--- config.mk ---
export PLATFORM = sky130hd
export DESIGN_NAME = bus_cmd_seq
export DESIGN_NICKNAME = d
export VERILOG_FILES = /design/src/rtl/bus_cmd_seq.sv
export SDC_FILE = /design/constraint.sdc
export NUM_CORES = 1
export LEC_CHECK = 0
export CAP_MARGIN = 20
export CORE_ASPECT_RATIO = 0.75
export CORE_UTILIZATION = 45
export CTS_BUF_LIST = sky130_fd_sc_hd__clkbuf_4
export CTS_CLUSTER_DIAMETER = 80
export DETAILED_ROUTE_END_ITERATION = 6
export GPL_ROUTABILITY_DRIVEN = 0
export PLACE_DENSITY = 0.85
export SLEW_MARGIN = 20
export SYNTH_ARGS = -nofsm -noshare
export SYNTH_HDL_FRONTEND = slang
export SYNTH_SLANG_ARGS = --single-unit
--- constraint.sdc ---
create_clock -name clk -period 3.8 [get_ports clk]
set_input_delay 0.76 -clock clk [delete_from_list [all_inputs] [get_ports clk]]
set_output_delay 0.76 -clock clk [all_outputs]
set_load 0.005 [all_outputs]
--- src/rtl/bus_cmd_seq.sv ---
module bus_cmd_seq #(
  parameter int NPORTS = 5,
  parameter int LEN_W  = 8,
  localparam int PW    = $clog2(NPORTS + 1)
) (
  input  logic              clk,
  input  logic              rst_n,
  input  logic              cmd_valid,
  input  logic              cmd_start,
  input  logic              cmd_addr_ph,
  input  logic              cmd_stop,
  input  logic              cmd_rnw,
  input  logic [6:0]        cmd_dev,
  input  logic [LEN_W-1:0]  cmd_len,
  input  logic              mode_wr,
  input  logic [PW-1:0]     mode_port,
  input  logic              clear_err,
  input  logic              host_xfer,
  input  logic              eng_addr_done,
  input  logic              eng_addr_nack,
  input  logic              eng_byte_done,
  input  logic              eng_byte_nack,
  output logic              eng_start_req,
  output logic              eng_addr_phase,
  output logic              eng_data_req,
  output logic              eng_stop,
  output logic [6:0]        eng_dev,
  output logic              eng_rnw,
  output logic [PW-1:0]     eng_port,
  output logic [LEN_W-1:0]  front_cnt,
  output logic [LEN_W-1:0]  back_cnt,
  output logic              cmd_comp,
  output logic              bus_busy,
  output logic [NPORTS-1:0] port_busy,
  output logic              err_invalid,
  output logic              err_nack,
  output logic              err_backend
);

  localparam logic [PW-1:0] NP = PW'(NPORTS);

  typedef enum logic [1:0] {S_IDLE, S_ADDR, S_DATA} st_t;
  st_t st;
  logic stop_q;

  wire empty_cmd = !cmd_start && !cmd_addr_ph && !cmd_stop && (cmd_len == '0);
  wire accept    = cmd_valid && !empty_cmd && cmd_comp;
  wire reject    = cmd_valid && (empty_cmd || !cmd_comp);
  wire port_ok   = mode_wr && (mode_port < NP);
  wire byte_ok   = eng_data_req && eng_byte_done;
  wire wr_nack   = byte_ok && !eng_rnw && eng_byte_nack;
  wire finish    = (st == S_DATA) && (front_cnt == '0) && (back_cnt == '0);

  assign eng_start_req = (st == S_ADDR);
  assign eng_data_req  = (st == S_DATA) && (front_cnt != '0);
  assign port_busy     = bus_busy ? (NPORTS'(1) << eng_port) : '0;

  always_ff @(posedge clk) begin
    if (!rst_n) begin
      st <= S_IDLE;
      stop_q <= 1'b0;
      eng_addr_phase <= 1'b0;
      eng_dev <= '0;
      eng_rnw <= 1'b0;
      eng_port <= '0;
      eng_stop <= 1'b0;
      front_cnt <= '0;
      back_cnt <= '0;
      cmd_comp <= 1'b1;
      bus_busy <= 1'b0;
      err_invalid <= 1'b0;
      err_nack <= 1'b0;
      err_backend <= 1'b0;
    end else begin
      eng_stop <= 1'b0;
      if (port_ok && !bus_busy) eng_port <= mode_port;
      if (reject || (port_ok && bus_busy)) err_invalid <= 1'b1;

      if (accept) begin
        eng_dev <= cmd_dev;
        eng_rnw <= cmd_rnw;
        stop_q <= cmd_stop;
        eng_addr_phase <= cmd_addr_ph;
        cmd_comp <= 1'b0;
        st <= cmd_start ? S_ADDR : S_DATA;
      end

      case (st)
        S_ADDR: if (eng_addr_done) begin
          if (eng_addr_nack) begin
            err_nack <= 1'b1;
            st <= S_IDLE;
            cmd_comp <= 1'b1;
            eng_stop <= 1'b1;
            bus_busy <= 1'b0;
          end else begin
            bus_busy <= 1'b1;
            st <= S_DATA;
          end
        end
        S_DATA: if (wr_nack) begin
          err_nack <= 1'b1;
          st <= S_IDLE;
          cmd_comp <= 1'b1;
          eng_stop <= 1'b1;
          bus_busy <= 1'b0;
        end else if (finish) begin
          st <= S_IDLE;
          cmd_comp <= 1'b1;
          if (stop_q) begin
            eng_stop <= 1'b1;
            bus_busy <= 1'b0;
          end
        end
        default: ;
      endcase

      if (accept) front_cnt <= cmd_len;
      else if (byte_ok && !wr_nack) front_cnt <= front_cnt - 1'b1;

      if (accept) back_cnt <= cmd_len;
      else if (host_xfer) begin
        if (back_cnt == '0) err_backend <= 1'b1;
        else back_cnt <= back_cnt - 1'b1;
      end

      if (clear_err) begin
        err_invalid <= 1'b0;
        err_nack <= 1'b0;
        err_backend <= 1'b0;
        front_cnt <= '0;
        back_cnt <= '0;
        bus_busy <= 1'b0;
      end
    end
  end

  a_r3_reject_busy: assert property (@(posedge clk) disable iff (!rst_n)
    (cmd_valid && !cmd_comp && !clear_err) |=> err_invalid);

  a_r4_load_len: assert property (@(posedge clk) disable iff (!rst_n)
    (cmd_valid && cmd_comp && cmd_len != '0 && !clear_err) |=>
      (front_cnt == $past(cmd_len) && back_cnt == $past(cmd_len) && !cmd_comp));

  a_r7_backend_err: assert property (@(posedge clk) disable iff (!rst_n)
    (host_xfer && back_cnt == '0 && !cmd_valid && !clear_err) |=> (err_backend && back_cnt == '0));

  a_r9_stop_done: assert property (@(posedge clk) disable iff (!rst_n)
    eng_stop |-> (cmd_comp && !bus_busy));

  a_r1_idle_quiet: assert property (@(posedge clk) disable iff (!rst_n)
    cmd_comp |-> (!eng_start_req && !eng_data_req));

  a_r13_port_onehot: assert property (@(posedge clk) disable iff (!rst_n)
    $onehot0(port_busy) && (bus_busy == (port_busy != '0)));

endmodule

Word level (Yosys, flattened, before mapping)
Index checks and enable logic that the tools add are counted.
- register bits: 37
- input port bits: 32
- output and inout port bits: 41
- word-level logic and storage cells: 101
- add/sub/neg operators: 2
- $lt $le $gt $ge: 1
- equal/unequal tests: 8
- shifts and indexed selects: 1
- multiplexer cells: 35
- bitwise gates (word level): 2
- reduce and logical (&&, ||, !) cells: 38
- operators with widths (cell ; number):
    2-to-1 mux 8 bit ; 5
    zero test 8 bit ; 3
    2-to-1 mux 1 bit ; 18
    logical AND 1 bit ; 16
    subtractor 8 x 1 -> 8 bit (second input constant) ; 2
    2-to-1 mux 2 bit ; 6
    zero test 1 bit ; 8
    inequality test 2 bit (second input constant) ; 4
    one-hot mux 1 bit (2 select lines) ; 4
    AND reduction 4 bit ; 2
    nonzero test 8 bit ; 1
    inequality test 3 bit (second input constant) ; 2
    nonzero test 2 bit ; 3
    2-to-1 mux 5 bit ; 1
    left shift 1 x 3 -> 5 bit (first input constant) ; 1
    one-hot mux 2 bit (2 select lines) ; 1
    less-than comparator 3 bit (second input constant) ; 1
    AND reduction 3 bit ; 1
    == test 2 x 1 -> 1 bit (second input constant) ; 1
    == test 2 bit (second input constant) ; 1
    logical OR 1 bit ; 2
    NOT 1 bit ; 2
    AND reduction 2 bit ; 1
    OR reduction 2 bit ; 1

Logic depth before layout (Yosys ltp)
- depth in word-level cells: 11
- depth in mapped cells: 7

Least setup slack after synthesis
Ideal clock, no wire load.
- kind: flip-flop to output port
- start point: register front_cnt[0]
- end point: output eng_data_req
- data arrival time: 1407 ps
- required time: 3040 ps
- path slack: 1633 ps
- stages on the path, launching flop included: 6
- buffers on the path: 0
- cell sequence: dfxtp_1 inv_1 ha_1 nor3b_1 and2_1 nor2_1
- word-level cells in the longest chain between the ends: 2
- ends and longest elaborated chain (item ; RTL line ; text):
    from (decl) ; 30 ; output logic [LEN_W-1:0] front_cnt,
    from (signal assigned) ; 118 ; if (accept) front_cnt <= cmd_len;
    from (signal assigned) ; 119 ; else if (byte_ok && !wr_nack) front_cnt <= front_cnt - 1'b1;
    nonzero test 8 bit ; 55 ; assign eng_data_req = (st == S_DATA) && (front_cnt != '0);
    logical AND 1 bit ; 55 ;
    to (decl) ; 25 ; output logic eng_data_req,
No other way between the ends.

Worst setup path after layout
- start point: register front_cnt[2]
- end point: output eng_data_req
The elaborated chain is that of the path after synthesis.

==> metrics <==
status=completed; internal power=0.624 mW; Post-Synthesis Cell Area=1960 um2; Crit. Startpoint=front_cnt[2]; reg2reg start=front_cnt[0]; # IOs=73; Syn Nets=279; Sw Pwr=0.287 mW; layout cells sized above 1=6.67%; Avg Synthesized Cell Area=8.11 um2; commonest non-fill, non-tap cell in the layout=clkdlybuf4s50_1; Placement Rows=20; clock sink count=37; clock buffer count from CTS=5; n_diodes=0; final wirelength=5440 um; Clock Skew=7.73 ps; critical register-to-register path endpoint=front_cnt[1]; Post-synth EDFFs=0; Slew Viols, Final=0; Clock Tree Root=clkbuf_4; Post-Place Setup Slack=760 ps; post-cts resize count=0; worst hold path class=reg -> reg; Worst R2R Path Depth=7; sequential power share=48.0%; final setup fails=0; Yosys cell types=49; Core Util, Final=67.8%; first-pass GRT wire length=8460 um; CP endpoint kind=primary output; PnR worst setup slack=942 ps; via count=2074; Crit path depth=4; synthesis-to-layout area growth=42.2%; Starting Density=47.7%; Yosys reg bits=37; Finished Cell Area=2780 um2; FMAX=0.350 GHz; Worst-path clk slew=110 ps; slack of the worst reg-to-reg path=1620 ps; CP max stage delay=510 ps; Area after DPL=2730 um2; WP buf/inv=1; Power, Total=0.910 mW; CP delay by family, top=simple AND/OR/NAND/NOR gates; clk_lat worst skew=350 ps; GRT overflow=0; via-per-instance ratio=5.61; main flop type after synthesis=dfxtp_1; Max Root-Sink Buffers=2; min cycle time layout=2860 ps; Worst Path Arrival=2100 ps; crit path cell chain=nor4_2 > and2_1 > nor2_1 > clkdlybuf4s50_1; cts hold-fix bufs=0; DRT iter0 DRCs=129; die area=4620 um2; Post-DRT Antenna Nets=0; die width=78.1 um; CP required=3040 ps; leakage power=1.01 nW; part of the cycle the worst path needs=75.2%; Synth warnings=0; Net Sw Frac=31.5%; commonest cells after routing, fill and taps aside=clkdlybuf4s50_1, dfxtp_1, nand2_1; DRT Pass-1 Iters=5; vias in the first global route=1752; sequential element share of the synthesized area=37.9%; dpl hpwl=4140 um; CTS tree=yes; Critical Path End=eng_data_req; RSZ-0062 raised after global routing=false; critical setup path kind=reg -> out; Overall Global Routing Usage=24.2%; Max-slew headroom=50.2%; htree depth=2; peak supply drop=0.246 mV; I/O Buffers=72; worst-path maximum fanout=9; DRC=0; DR WL/cell=14.7 um; startpoint class of the critical path=flop; area of the core=4100 um2; CP max-delay cell=nor4_2; clock group share of total power=23.0%; cell count after synthesis=241; initial antenna violation count=0; final-report hold violation count=0; Async SR Flop Fraction=0%; setup_tns=0 ps; Pwr Density=327 nW/um2; Comb pwr share=29.0%; Post-CTS Setup Bufs=0; largest net degree at the start of global routing=34; measured slew at the worst slew-check pin=740 ps; maxcap violations=0; DIE HEIGHT=59.1 um; Layout Nets=352
## tightest hold or removal path: cells and delay by family (launching register included)
family | cells | cell delay [ps]
AO/OA/AOI/OAI | 1 | 50
flip-flops | 1 | 320
AND/OR/NAND/NOR | 1 | 50
## area by class of cell
type                    instances  area (um2)
clock buffers                   6        45.0
clock inverters                 2        10.0
fillers                       370        1320
inverters                      13        48.8
multi-input cells             183        1130
flip-flops and latches         37         741
well taps                      55        68.8
repair buffers                 74         736
## power by group through the flow
| stage | clock [mW] | combinational [mW] | sequential [mW] |
|---|---|---|---|
| 2_1_floorplan | 0 | 0.143 | 0.442 |
| 3_3_place_gp | 0 | 0.255 | 0.445 |
| 3_5_place_dp | 0 | 0.259 | 0.445 |
| 4_1_cts | 0.214 | 0.261 | 0.437 |
| 5_1_grt | 0.236 | 0.287 | 0.441 |
| 6_report | 0.209 | 0.264 | 0.437 |
## cell usage after synthesis (2+ instances only)
| master | instances | area, um2 |
|---|---|---|
| ha_1 | 6 | 75.1 |
| nand2_1 | 34 | 128 |
| o22ai_1 | 2 | 12.5 |
| o21ai_0 | 13 | 65.1 |
| nor3_1 | 9 | 45.0 |
| buf_2 | 3 | 15.0 |
| xor2_1 | 2 | 17.5 |
| a211oi_1 | 4 | 30.0 |
| o31ai_1 | 3 | 22.5 |
| mux2i_1 | 8 | 80.1 |
| nor4_1 | 3 | 18.8 |
| nor3b_1 | 2 | 15.0 |
| dfxtp_1 | 37 | 741 |
| a221oi_1 | 2 | 17.5 |
| nand4_1 | 2 | 12.5 |
| o2111ai_1 | 2 | 17.5 |
| inv_1 | 13 | 48.8 |
| and3_1 | 2 | 12.5 |
| nor2b_1 | 2 | 12.5 |
| o21a_1 | 2 | 15.0 |
| mux2_2 | 2 | 22.5 |
| a21oi_1 | 27 | 135 |
| or2_2 | 2 | 12.5 |
| nand2b_1 | 3 | 18.8 |
| xnor2_1 | 3 | 26.3 |
| clkbuf_1 | 5 | 18.8 |
| nand3_1 | 6 | 30.0 |
| and2_1 | 2 | 12.5 |
| nor2_1 | 13 | 48.8 |
| or4_1 | 2 | 15.0 |
| a31oi_1 | 7 | 43.8 |
## worst min path at each step
stage / from / to / cells past startpoint
after detailed placement: eng_dev[3] / eng_dev[3] / 2
after global placement: err_nack / err_nack / 2
final: eng_dev[4] / eng_dev[4] / 2
after CTS: eng_dev[3] / eng_dev[3] / 2
after floorplan: err_nack / err_nack / 2
after global routing: eng_dev[5] / eng_dev[5] / 2
## routing by layer
| metal | wire [um] | GRT usage (%) | vias up |
|---|---|---|---|
| met5 | 0 | 0 | - |
| met4 | 102 | 7.14 | 0 |
| met3 | 444 | 6.62 | 11 |
| met2 | 2230 | 34.7 | 97 |
| met1 | 2660 | 35.5 | 938 |
| li1 | - | - | 1028 |
## metrics by stage
stage / hold WS, ps / instances
2_1_floorplan: 449 / 241
3_3_place_gp: 438 / 362
3_5_place_dp: 450 / 362
4_1_cts: 466 / 370
5_1_grt: 483 / 370
6_report: 461 / 370
## state kept, by name, summed over array words and instances (netlist names)
name	flops
front_cnt	8
cmd_comp	1
stop_q	1
eng_addr_phase	1
err_invalid	1
eng_rnw	1
eng_stop	1
eng_port	3
st	2
eng_dev	7
back_cnt	8
err_nack	1
err_backend	1
bus_busy	1
## logic make-up (layout without fill, tap and decap cells)
group	count (synthesis)	after routing	share of synthesized area (%)
simple gates	93	93	24.8
buf+inv	21	95	4.22
flops	37	37	37.9
mux	10	10	5.25
xor+xnor	5	5	2.24
fa+ha+maj	6	6	3.84
compound gates	69	69	21.8
Power figures use the tool's default switching activity.
